==> config.mk <==
export PLATFORM = sky130hd
export DESIGN_NAME = tmr_cmf_status
export DESIGN_NICKNAME = d
export VERILOG_FILES = /design/src/rtl/tmr_cmf_pkg.sv /design/src/rtl/tmr_subcnt.sv /design/src/rtl/tmr_cmf_cell.sv /design/src/rtl/tmr_cmf_status.sv
export SDC_FILE = /design/constraint.sdc
export NUM_CORES = 1
export LEC_CHECK = 0
export BUFFER_PORTS_ARGS = -buffer_cell sky130_fd_sc_hd__buf_2
export CORE_UTILIZATION = 46
export DETAILED_ROUTE_END_ITERATION = 12
export HOLD_SLACK_MARGIN = 0.12
export PLACE_DENSITY_LB_ADDON = 0.08
export SETUP_SLACK_MARGIN = 0.5
export SYNTH_ARGS = -nofsm -noshare
export SYNTH_HDL_FRONTEND = slang
export SYNTH_SLANG_ARGS = --single-unit
==> constraint.sdc <==
create_clock -name clk -period 3 [get_ports clk]
set_input_delay 0.45 -clock clk [delete_from_list [all_inputs] [get_ports clk]]
set_output_delay 0.45 -clock clk [all_outputs]
set_load 0.1 [all_outputs]
==> src/rtl/tmr_cmf_pkg.sv <==
package tmr_cmf_pkg;

   typedef enum logic {
      DIR_UP   = 1'b0,
      DIR_DOWN = 1'b1
   } cnt_dir_e;

   // Word address map (behaviour depends on these bases)
   localparam int STAT_BASE = 0;
   localparam int CTRL_ADDR = 2;
   localparam int CYC_BASE  = 16;
   localparam int CNT_BASE  = 24;
   localparam int SUB_STRIDE_LOG2 = 2;

   function automatic int reg_index(input int ch, input int sub);
      return (ch << SUB_STRIDE_LOG2) + sub;
   endfunction

endpackage

==> src/rtl/tmr_subcnt.sv <==
module tmr_subcnt
   import tmr_cmf_pkg::*;
#(
   parameter int CNT_W = 16
) (
   input  logic             clk,
   input  logic             rst_n,
   input  logic             run,
   input  logic             comp,
   input  logic             cyc_we,
   input  logic [CNT_W-1:0] cyc_wdata,
   output logic [CNT_W-1:0] cnt,
   output logic [CNT_W-1:0] cyc,
   output logic             hit
);

   localparam logic [CNT_W-1:0] ZERO = '0;
   localparam logic [CNT_W-1:0] ONE  = CNT_W'(1);

   logic [CNT_W-1:0] cnt_q, cnt_d, cyc_q;
   cnt_dir_e         dir_q, dir_d;

   always_ff @(posedge clk or negedge rst_n) begin
      if (!rst_n)      cyc_q <= '1;
      else if (cyc_we) cyc_q <= cyc_wdata;
   end

   always_comb begin
      cnt_d = cnt_q;
      dir_d = dir_q;
      if (!run) begin
         cnt_d = ZERO;
         dir_d = DIR_UP;
      end else if (!comp) begin
         cnt_d = (cnt_q == cyc_q) ? ZERO : cnt_q + ONE;
         dir_d = DIR_UP;
      end else if (dir_q == DIR_UP) begin
         if (cnt_q >= cyc_q) begin
            dir_d = DIR_DOWN;
            cnt_d = (cnt_q == ZERO) ? ZERO : cnt_q - ONE;
         end else begin
            cnt_d = cnt_q + ONE;
         end
      end else begin
         if (cnt_q == ZERO) begin
            dir_d = DIR_UP;
            cnt_d = (cyc_q == ZERO) ? ZERO : ONE;
         end else begin
            cnt_d = cnt_q - ONE;
         end
      end
   end

   always_ff @(posedge clk or negedge rst_n) begin
      if (!rst_n) begin
         cnt_q <= ZERO;
         dir_q <= DIR_UP;
      end else begin
         cnt_q <= cnt_d;
         dir_q <= dir_d;
      end
   end

   assign hit = run && (comp ? (dir_q == DIR_DOWN && cnt_q == ZERO)
                             : (cnt_q == cyc_q));
   assign cnt = cnt_q;
   assign cyc = cyc_q;

   // a stopped counter sits at zero on the next cycle
   p_stop_zero_r10: assert property (@(posedge clk) disable iff (!rst_n)
      !run |=> cnt_q == ZERO);

   // ordinary-mode match wraps the counter
   p_ord_wrap_r3: assert property (@(posedge clk) disable iff (!rst_n)
      (run && !comp && cnt_q == cyc_q) |=> cnt_q == ZERO);

   // the falling ramp steps by exactly one
   p_comp_step_down_r4: assert property (@(posedge clk) disable iff (!rst_n)
      (run && comp && dir_q == DIR_DOWN && cnt_q != ZERO)
      |=> cnt_q == $past(cnt_q) - ONE);

endmodule

==> src/rtl/tmr_cmf_cell.sv <==
module tmr_cmf_cell (
   input  logic clk,
   input  logic rst_n,
   input  logic set_ev,
   input  logic rd_hit,
   input  logic wr_hit,
   input  logic wbit,
   output logic flag
);

   logic flag_q, armed_q;
   logic clr_ok;

   assign clr_ok = wr_hit && !wbit && armed_q;

   always_ff @(posedge clk or negedge rst_n) begin
      if (!rst_n) begin
         flag_q  <= 1'b0;
         armed_q <= 1'b0;
      end else begin
         if (set_ev)      flag_q <= 1'b1;
         else if (clr_ok) flag_q <= 1'b0;

         if (clr_ok)                armed_q <= 1'b0;
         else if (rd_hit && flag_q) armed_q <= 1'b1;
      end
   end

   assign flag = flag_q;

   // a set event always leaves the flag at 1
   p_set_wins_r8: assert property (@(posedge clk) disable iff (!rst_n)
      set_ev |=> flag_q);

   // an unarmed flag cannot fall
   p_unarmed_keep_r6: assert property (@(posedge clk) disable iff (!rst_n)
      (flag_q && !armed_q) |=> flag_q);

   // writing 1 never drops the flag
   p_write_one_keep_r7: assert property (@(posedge clk) disable iff (!rst_n)
      (flag_q && wr_hit && wbit) |=> flag_q);

   // a fall is always preceded by arming
   p_fall_needs_arm_r5: assert property (@(posedge clk) disable iff (!rst_n)
      $fell(flag_q) |-> $past(armed_q));

   // arming only comes from a read that returned 1
   p_arm_from_read_r5: assert property (@(posedge clk) disable iff (!rst_n)
      $rose(armed_q) |-> $past(rd_hit && flag_q));

endmodule

==> src/rtl/tmr_cmf_status.sv <==
module tmr_cmf_status
   import tmr_cmf_pkg::*;
#(
   parameter int           N_CH         = 2,
   parameter int           N_SUB        = 3,
   parameter int           CNT_W        = 16,
   parameter int           DATA_W       = 16,
   parameter int           ADDR_W       = 5,
   parameter logic [1:0]   COMP_CAPABLE = 2'b01
) (
   input  logic              clk,
   input  logic              rst_n,
   input  logic              bus_sel,
   input  logic              bus_wr,
   input  logic [ADDR_W-1:0] bus_addr,
   input  logic [DATA_W-1:0] bus_wdata,
   output logic [DATA_W-1:0] bus_rdata
);

   localparam int CTRL_W = 2 * N_CH;

   if (N_CH < 1 || N_CH > 2)     begin : g_bad_ch   $error("N_CH must be 1 or 2");        end
   if (N_SUB < 1 || N_SUB > 4)   begin : g_bad_sub  $error("N_SUB must be 1..4");         end
   if (CNT_W > DATA_W)           begin : g_bad_cnt  $error("CNT_W exceeds DATA_W");       end
   if (CTRL_W > DATA_W)          begin : g_bad_ctrl $error("control field too wide");     end
   if (N_SUB >= DATA_W)          begin : g_bad_stat $error("status field too wide");      end
   if (ADDR_W < 5)               begin : g_bad_addr $error("ADDR_W must be at least 5");  end

   logic                         rd_req, wr_req;
   logic [CTRL_W-1:0]            ctrl_q;
   logic [N_CH-1:0]              comp_eff;
   logic [N_CH-1:0][N_SUB-1:0]   flag_vec;
   logic [N_CH-1:0][N_SUB-1:0]   hit_vec;
   logic [CNT_W-1:0]             cnt_a [N_CH][N_SUB];
   logic [CNT_W-1:0]             cyc_a [N_CH][N_SUB];

   assign rd_req = bus_sel && !bus_wr;
   assign wr_req = bus_sel &&  bus_wr;

   always_ff @(posedge clk or negedge rst_n) begin
      if (!rst_n)
         ctrl_q <= '0;
      else if (wr_req && bus_addr == ADDR_W'(CTRL_ADDR))
         ctrl_q <= bus_wdata[CTRL_W-1:0];
   end

   for (genvar c = 0; c < N_CH; c++) begin : g_ch
      logic stat_rd, stat_wr;
      assign stat_rd = rd_req && bus_addr == ADDR_W'(STAT_BASE + c);
      assign stat_wr = wr_req && bus_addr == ADDR_W'(STAT_BASE + c);

      if (COMP_CAPABLE[c]) begin : g_updown
         assign comp_eff[c] = ctrl_q[N_CH + c];
      end else begin : g_uponly
         assign comp_eff[c] = 1'b0;
      end

      for (genvar s = 0; s < N_SUB; s++) begin : g_sub
         logic cyc_we;
         assign cyc_we = wr_req && bus_addr == ADDR_W'(CYC_BASE + reg_index(c, s));

         tmr_subcnt #(.CNT_W(CNT_W)) i_cnt (
            .clk       (clk),
            .rst_n     (rst_n),
            .run       (ctrl_q[c]),
            .comp      (comp_eff[c]),
            .cyc_we    (cyc_we),
            .cyc_wdata (bus_wdata[CNT_W-1:0]),
            .cnt       (cnt_a[c][s]),
            .cyc       (cyc_a[c][s]),
            .hit       (hit_vec[c][s])
         );

         tmr_cmf_cell i_flag (
            .clk    (clk),
            .rst_n  (rst_n),
            .set_ev (hit_vec[c][s]),
            .rd_hit (stat_rd),
            .wr_hit (stat_wr),
            .wbit   (bus_wdata[s]),
            .flag   (flag_vec[c][s])
         );
      end
   end

   always_comb begin
      bus_rdata = '0;
      if (rd_req) begin
         if (bus_addr == ADDR_W'(CTRL_ADDR))
            bus_rdata = DATA_W'(ctrl_q);
         for (int c = 0; c < N_CH; c++) begin
            if (bus_addr == ADDR_W'(STAT_BASE + c))
               bus_rdata = DATA_W'(flag_vec[c]);
            for (int s = 0; s < N_SUB; s++) begin
               if (bus_addr == ADDR_W'(CYC_BASE + reg_index(c, s)))
                  bus_rdata = DATA_W'(cyc_a[c][s]);
               if (bus_addr == ADDR_W'(CNT_BASE + reg_index(c, s)))
                  bus_rdata = DATA_W'(cnt_a[c][s]);
            end
         end
      end
   end

   // unused status bits stay zero on every status read
   p_stat_upper_zero_r2: assert property (@(posedge clk) disable iff (!rst_n)
      (rd_req && bus_addr < ADDR_W'(STAT_BASE + N_CH))
      |-> bus_rdata[DATA_W-1:N_SUB] == '0);

endmodule

Word level (Yosys, flattened, before mapping)
Cells that the tools add are included.
Operators by class
  bitwise operators: 0
  eq/ne operators: 20
  div/mod/pow operators: 0
  shift-type cells: 0
  magnitude comparators: 3
  reductions and logical operators: 63
  multiplexer cells: 88
  add/sub/neg operators: 9
  multipliers: 0
Operator list (count)
  $mux W16: 42
  $add A16 B1 Y16 const B: 6
  $eq A16 B16 Y1: 6
  $logic_not A16 Y1: 6
  $eq A5 B5 Y1 const B: 12
  $ge A16 B16 Y1: 3
  $sub A16 B1 Y16 const B: 3
  $mux W1: 45
  $logic_and A1 B1 Y1: 40
  $reduce_bool A2 Y1: 12
  $eq A5 B1 Y1 const B: 1
  $eq A5 B2 Y1 const B: 1
  $logic_not A5 Y1: 1
  $logic_not A1 Y1: 4
  $mux W4: 1
Word-level totals
  bits in read-only memories: 0
  word-level logic and storage cells: 211
  input port bits: 25
  bits in latches: 0
  output and inout bits: 16
  memories kept: 0
  bits in registers: 211
  bits in writable memories: 0

Logic depth before layout (Yosys ltp)
Gate-level depths: netlist of run 1.
  depth in word-level cells: 17
  gate-level depth with buffers: 11
  gate-level depth less buffers: 9

By module
From an unflattened synthesis of run 1, not the netlist that was laid out.
Unflattened totals
  cell total of the unflattened synthesis: 2116
  area total of the unflattened synthesis: 17643.2 µm²
Modules (own cells, without submodules)
  tmr_subcnt at g_ch[0].g_sub[0].i_cnt ...: seq. area each 845.8 µm², area an instance 2461.1 µm², instances 3, cells an instance 286
  tmr_subcnt at g_ch[1].g_sub[0].i_cnt ...: seq. area each 845.8 µm², area an instance 2338.5 µm², instances 2, cells an instance 264
  tmr_cmf_status: seq. area each 100.1 µm², area an instance 2567.5 µm², instances 1, cells an instance 407
  tmr_subcnt at g_ch[1].g_sub[2].i_cnt: seq. area each 845.8 µm², area an instance 2467.4 µm², instances 1, cells an instance 275
  tmr_cmf_cell: seq. area each 50.0 µm², area an instance 91.3 µm², instances 6, cells an instance 8

Least setup slack after synthesis of run 1
Ideal clock, no wire load.
  kind: input to output
  from: in bus_addr[3]
  to: out bus_rdata[8]
  data required time: 2550 ps
  buffers on the path: 3
  cell stages on the path: 9
  slack: -1445 ps
  arrival: 3995 ps
  cell sequence: clkbuf_1 -> clkbuf_1 -> buf_2 -> o21ai_0 -> o21ai_0 -> nand2_1 -> a21oi_1 -> a221oi_1 -> a221oi_1
Between the ends
  longest elaborated chain between the ends: 15
  elaborated cells on any way between the ends: 27
  those cells by class: 13 x eq/ne; 14 x mux
Ends and longest elaborated chain
  from (decl): line tmr_cmf_status.sv:15  | input logic [ADDR_W-1:0] bus_addr,
  $eq A5 B5 Y1: line tmr_cmf_status.sv:95  | if (bus_addr == ADDR_W'(CYC_BASE + reg_index(c, s)))
  $mux W16: line tmr_cmf_status.sv:95
  $mux W16: line tmr_cmf_status.sv:97  | if (bus_addr == ADDR_W'(CNT_BASE + reg_index(c, s)))
  $mux W16: line tmr_cmf_status.sv:95
  $mux W16: line tmr_cmf_status.sv:97
  $mux W16: line tmr_cmf_status.sv:95
  $mux W16: line tmr_cmf_status.sv:97
  $mux W16: line tmr_cmf_status.sv:92  | if (bus_addr == ADDR_W'(STAT_BASE + c))
  $mux W16: line tmr_cmf_status.sv:95
  $mux W16: line tmr_cmf_status.sv:97
  $mux W16: line tmr_cmf_status.sv:95
  $mux W16: line tmr_cmf_status.sv:97
  $mux W16: line tmr_cmf_status.sv:95
  $mux W16 (*): line tmr_cmf_status.sv:97
  $mux W16 (*): line tmr_cmf_status.sv:88  | if (rd_req) begin
  to (decl): line tmr_cmf_status.sv:17  | output logic [DATA_W-1:0] bus_rdata
Every way passes the cells marked *; elsewhere a longest branch is shown, timed or not.

Worst setup path in the final report of run 1
  from: reg g_ch[0].g_sub[0].i_cnt.cyc_q[9]
  to: out bus_rdata[9]
Between the ends
  longest elaborated chain between the ends: 14
Ends and longest elaborated chain
  from (decl): line tmr_subcnt.sv:20  | logic [CNT_W-1:0] cnt_q, cnt_d, cyc_q;
  from (signal assigned): line tmr_subcnt.sv:25  | else if (cyc_we) cyc_q <= cyc_wdata;
  $mux W16: line tmr_cmf_status.sv:95
  $mux W16: line tmr_cmf_status.sv:97
  $mux W16: line tmr_cmf_status.sv:95
  $mux W16: line tmr_cmf_status.sv:97
  $mux W16: line tmr_cmf_status.sv:95
  $mux W16: line tmr_cmf_status.sv:97
  $mux W16: line tmr_cmf_status.sv:92
  $mux W16: line tmr_cmf_status.sv:95
  $mux W16: line tmr_cmf_status.sv:97
  $mux W16: line tmr_cmf_status.sv:95
  $mux W16: line tmr_cmf_status.sv:97
  $mux W16: line tmr_cmf_status.sv:95
  $mux W16: line tmr_cmf_status.sv:97
  $mux W16: line tmr_cmf_status.sv:88
Every way passes these cells.

==> results.json, run 1 <==
{
  "critPathKind": "flop to output pin",
  "grt_setup_unrepaired": "true",
  "globalRoute.totalOverflow": 0,
  "initial_utilization": 0.4700,
  "cts-root-buf": "clkbuf_16",
  "drc": 0,
  "post-synth-top-count-cell": "nand2_1",
  "grt_pass1_vias": 13110,
  "holdPathStages": 3,
  "period_share": 0.9677,
  "syn_area_per_cell_sq_um": 9.165,
  "syn_nets": 1613,
  "htreeDepth": 1,
  "path_clk_slew_ps": 60,
  "fmax_ghz": 0.3445,
  "netlist_area_sq_um": 14000,
  "drv_cap": 0,
  "vias_per_cell": 6.318,
  "fin_crit_ps": 2903,
  "row_count": 63,
  "finalSetupViolCount": 0,
  "synth_seq_cells": 211,
  "synthArstFlopShare": 1.000,
  "yosysTopAreaCellShare": 0.2055,
  "cp.arrival_ps": 2450,
  "hp-class": "primary input to flop",
  "port_buffers": 40,
  "timing.rr.end": "g_ch[0].g_sub[1].i_cnt.cnt[5]",
  "slew_headroom": 0.5635,
  "die_w_um": 176.5,
  "ir_drop_mv": 0.3835,
  "numCtsBuffers": 25,
  "hold_end": "g_ch[0].g_sub[1].i_cnt.cyc[4]",
  "placed_cells": 2003,
  "hpwl_mm": 39.11,
  "io_pins": 41,
  "start_kind": "flop",
  "cp.required_ps": 2550,
  "ys.flop_type": "dfrtp_1",
  "cts_sinks": 211,
  "clkLatencyLatePin_ps": 540,
  "antenna_found_initial": 2,
  "cts_tree": "done",
  "fin_tns_setup_ps": 0,
  "wl_per_cell_um": 25.31,
  "grt_max_degree": 77,
  "powerDensity_nw_per_um2": 473.1,
  "dieArea_sq_um": 31140,
  "ys_warn_count": 0,
  "fin_skew_ps": 13.21,
  "clockBufferDepth": 3,
  "p_leak_nw": 8.074,
  "status": "complete, no violations",
  "place_congestion": 0.9953,
  "synth_edf_count": 0,
  "instances_no_fill": 2162,
  "die_h_um": 176.5,
  "route.vias.total": 13660,
  "worstRegToRegCells": 12,
  "worst_setup_path_end_kind": "output pin",
  "drive_gt1_frac": 0.4178,
  "worstPathMaxFanout": 2,
  "drtIter0Drc": 1178,
  "core_sq_um": 29800,
  "synthCells": 1528,
  "synthDistinctLibCells": 86,
  "finalHoldViolations": 0,
  "yosysSeqAreaShare": 0.3856,
  "wirelength_mm": 54.73,
  "synthTopCellsByArea": "dfrtp_1 21%, dfstp_2 18%, mux2_2 7.0%, ha_1 5.4%, xor2_1 4.2%",
  "hp-start": "bus_wdata[4]",
  "r2r_start": "g_ch[0].g_sub[1].i_cnt.cyc[9]",
  "num-nets-final": 1837,
  "ant_nets": 0,
  "report.final.slew_viol_count": 0,
  "grt_pass1_wl_mm": 82.03,
  "yosys.area.top_type": "dfrtp_1",
  "worst_pin_slew_ps": 654.7,
  "ys_top_cells_by_count": "124 x nand2_1, 115 x dfrtp_1, 114 x nor2_1",
  "area_growth_pct": 37.39,
  "drt_first_pass_iters": 5,
  "grt_util_all_layers": 0.3529,
  "placed_cell_area_sq_um": 16010,
  "ff2ff_setup_slack_ps": 130,
  "finalInstanceArea_sq_um": 19240
}
sequential cells by signal, summed over array words and instances (netlist names):
| register | flops |
|---|---|
| g_ch.g_sub.i_flag.armed_q | 6 |
| ctrl_q | 4 |
| g_ch.g_sub.i_cnt.cyc | 96 |
| g_ch.g_sub.i_cnt.dir_q | 3 |
| g_ch.g_sub.i_cnt.cnt | 96 |
| g_ch.g_sub.i_flag.flag | 6 |
timing repair:
action / 4_1_cts / 5_1_grt
pin swaps: 105 / 81
setup buffers: 74 / 30
setup endpoints to repair: 62 / 65
hold buffers: 1 / 0
gates resized for setup: 201 / 107
cloned: 7 / 0
hold endpoints to repair: 35 / 0
worst max-delay path, cell delays in order (launching register included):
cell and delay (ps):
dfstp_2 530, buf_6 110, mux2i_2 70, o22ai_2 200, a222oi_1 160, or3_1 390
a41oi_4 260, buf_12 210
per-stage QoR:
| step | power, mW | hold WS, ps | utilization | setup slack (ps) |
|---|---|---|---|---|
| global route | 9.457 | 263.6 | 0.6456 | 48.47 |
| finish | 9.101 | 266.7 | 0.6457 | 96.86 |
| global placement | 5.395 | 484.2 | 0.5374 | -28.28 |
| detailed placement | 5.422 | 486.6 | 0.5374 | -8.262 |
| floorplan | 4.671 | 154.4 | - | 158.9 |
| CTS | 8.862 | 247.5 | 0.6193 | 82.65 |
layout by cell type, fill, tap and decap left out, types with 56 or more instances in the layout:
master / count
dfrtp_1: 113
nand2_1: 114
inv_1: 58
buf_6: 56
nand3_1: 62
nor2_1: 99
buf_4: 173
mux2_2: 86
dfstp_2: 96
xor2_1: 67
a21oi_1: 62
o21ai_0: 73
layer usage:
metal / vias to the layer above / routed length, um / GRT usage
li1: 6132 / - / -
met1: 6869 / 24740 / 0.5184
met2: 548 / 23880 / 0.5244
met3: 110 / 4058 / 0.05728
met4: 0 / 2052 / 0.1175
met5: - / 0 / 0
worst max path at each step:
stage,from,to,slack (ps),cells past startpoint
2_1_floorplan,bus_addr[0],bus_rdata[9],160,8
3_3_place_gp,bus_addr[0],bus_rdata[7],-30,11
3_5_place_dp,bus_addr[0],bus_rdata[7],-8,11
4_1_cts,g_ch[0].g_sub[1].i_cnt.cnt[4],bus_rdata[4],80,8
5_1_grt,g_ch[0].g_sub[0].i_cnt.cnt[0],bus_rdata[0],50,9
6_report,g_ch[0].g_sub[0].i_cnt.cyc[9],bus_rdata[9],100,7
cell type report:
class	instances	area [sq um]
fill	2419	10560
multi-input combinational	1160	9512
sequential	211	5403
timing repair buffer	283	2733
clock buffer	36	737.0
tap	390	488.0
inverter	71	275.3
clock inverter	10	90.09
antenna	1	2.502
report_power, final:
part	leakage, nW	total (mW)	internal (mW)	switching (mW)
registers	2.55	3.56	3.24	0.321
clock network	0.402	3.08	1.79	1.29
logic	5.12	2.46	1.05	1.41
total	8.07	9.10	6.08	3.02
cell families after synthesis:
family,after synthesis,share of synthesized area
AND/OR/NAND/NOR,530,0.1927
adder cells (fa/ha/maj),60,0.05361
multiplexers,105,0.08551
buffers and inverters,158,0.04646
XOR/XNOR,81,0.05066
AO/OA/AOI/OAI,383,0.1854
flip-flops,211,0.3856
(Power assumes the default switching activity.)
==> run 2, diff against run 1 <==
--- a/config.mk
+++ b/config.mk
@@ -5,9 +5,9 @@
 export SDC_FILE = /design/constraint.sdc
 export NUM_CORES = 1
 export LEC_CHECK = 0
-export BUFFER_PORTS_ARGS = -buffer_cell sky130_fd_sc_hd__buf_2
 export CORE_UTILIZATION = 46
 export DETAILED_ROUTE_END_ITERATION = 12
+export DONT_BUFFER_PORTS = 1
 export HOLD_SLACK_MARGIN = 0.12
 export PLACE_DENSITY_LB_ADDON = 0.08
 export SETUP_SLACK_MARGIN = 0.5
==> results.json, run 2 (synthesis gave the netlist of run 1 again) <==
{
  "status": "complete, but fails checks",
  "violations": "hold timing, setup timing",
  "grt_max_degree": 212,
  "initial_utilization": 0.4700,
  "timing.hold.ws_ps": -401.2,
  "die_w_um": 176.5,
  "cp.arrival_ps": 2580,
  "area_growth_pct": 31.71,
  "fin_tns_setup_ps": -32.75,
  "worst_setup_path_end_kind": "output pin",
  "clockBufferDepth": 3,
  "powerDensity_nw_per_um2": 485.8,
  "ff2ff_setup_slack_ps": 130,
  "fin_crit_ps": 3033,
  "slew_headroom": 0.4164,
  "ir_drop_mv": 0.3979,
  "grt_pass1_wl_mm": 79.27,
  "grt_pass1_vias": 12570,
  "die_h_um": 176.5,
  "place_congestion": 0.9734,
  "pre_cts_slack_ps": 139.0,
  "drive_gt1_frac": 0.3730,
  "clkLatencyLatePin_ps": 560,
  "wl_per_cell_um": 25.09,
  "numCtsBuffers": 25,
  "cts-root-buf": "clkbuf_16",
  "final_cell_mix": "142 x buf_4, 113 x nand2_1, 107 x dfrtp_1",
  "drtIter0Drc": 1584,
  "globalRoute.totalOverflow": 0,
  "drt_first_pass_iters": 8,
  "start_kind": "flop",
  "grt_util_all_layers": 0.3352,
  "row_count": 63,
  "vias_per_cell": 6.432,
  "dieArea_sq_um": 31140,
  "grt_setup_unrepaired": "true",
  "p_total_mw": 8.961,
  "fin_skew_ps": 20.87,
  "wirelength_mm": 52.72,
  "core_sq_um": 29800,
  "hpwl_mm": 36.07,
  "num-nets-final": 1774,
  "io_pins": 41,
  "path_clk_slew_ps": 60,
  "fmax_ghz": 0.3297,
  "finalSetupViolCount": 1,
  "worst_pin_slew_ps": 872.5,
  "period_share": 1.011,
  "finalHoldViolations": 140,
  "p_leak_nw": 7.633,
  "cts_sinks": 211,
  "critPathKind": "flop to output pin",
  "fin_util": 0.6190,
  "worstPathMaxFanout": 2,
  "drc": 0,
  "cts_hold_buf": 19,
  "route.vias.total": 13510,
  "port_buffers": 0,
  "setup_ws_ps": -32.75,
  "drv_cap": 0,
  "cts_tree": "done",
  "ant_nets": 0,
  "report.final.slew_viol_count": 0,
  "hp-class": "primary input to async pin",
  "layout_commonest_cell": "buf_4",
  "antenna_found_initial": 4,
  "htreeDepth": 1,
  "cp.required_ps": 2550
}
run 2: changes by cell type in the layout (fill, tap and decap cells not counted), sizes merged, moves of 2 or more:
cell,previous run,this run
buf,280,201
bufbuf,2,0
dlygate4sd3,1,19
bufinv,1,3
clkinv,6,4
diode,1,3
clkbuf,36,38
run 2: power breakdown:
part	internal (mW)	switching [mW]	leakage (nW)
combinational	0.963	1.27	4.68
sequential	3.24	0.296	2.54
clock	1.91	1.29	0.412
total	6.11	2.85	7.63
run 2: worst paths after layout:
path / startpoint / endpoint / cells past startpoint
worst max-delay path: g_ch[0].g_sub[1].i_cnt.cyc[9] / bus_rdata[9] / 6
worst min-delay path: rst_n / g_ch[0].g_sub[0].i_cnt.cnt[8] / 0
worst max register to register: g_ch[0].g_sub[1].i_cnt.cyc[9] / g_ch[0].g_sub[1].i_cnt.cnt[9] / 12
worst min register to register: g_ch[0].g_sub[1].i_cnt.cyc[7] / g_ch[0].g_sub[1].i_cnt.cyc[7] / 2
max in group asynchronous: rst_n / g_ch[0].g_sub[0].i_cnt.cnt[1] / 0
min in group clk: bus_sel / g_ch[0].g_sub[1].i_flag.armed_q / 2
run 2: final cells by class:
class | instances | area, sq um
Sequential cell | 211 | 5410
Fill cell | 2452 | 11350
Multi-Input combinational cell | 1160 | 9306
Inverter | 71 | 275.3
Clock buffer | 38 | 714.4
Tap cell | 390 | 488.0
Timing Repair Buffer | 220 | 2110
Antenna cell | 3 | 7.507
Clock inverter | 8 | 132.6
run 2: per-layer routing:
metal | vias to the layer above | global-route usage | wire length (um)
met2 | 628 | 0.5021 | 23340
li1 | 6018 | - | -
met3 | 110 | 0.05534 | 4577
met4 | 6 | 0.09124 | 1541
met1 | 6751 | 0.4962 | 23220
met5 | - | 0 | 36
run 2: worst max-delay path: stages, from the launching register on:
cell,delay (ps)
dfstp_2,580
mux2i_1,100
o22ai_2,300
a222oi_1,220
or3_4,390
a41oi_4,250
buf_12,210
run 2: repair_timing:
item,in CTS,in global routing
setup endpoints to repair,65,67
gates cloned,4,0
setup buffers,50,39
pin swaps,87,74
resized for setup,154,88
endpoints found under the hold margin,318,211
run 2: metrics by stage:
step | cell area (sq um) | std cells
2_1_floorplan | 14460 | 1528
3_3_place_gp | 15510 | 1940
3_5_place_dp | 15510 | 1940
4_1_cts | 17640 | 2059
5_1_grt | 18440 | 2099
6_report | 18440 | 2101
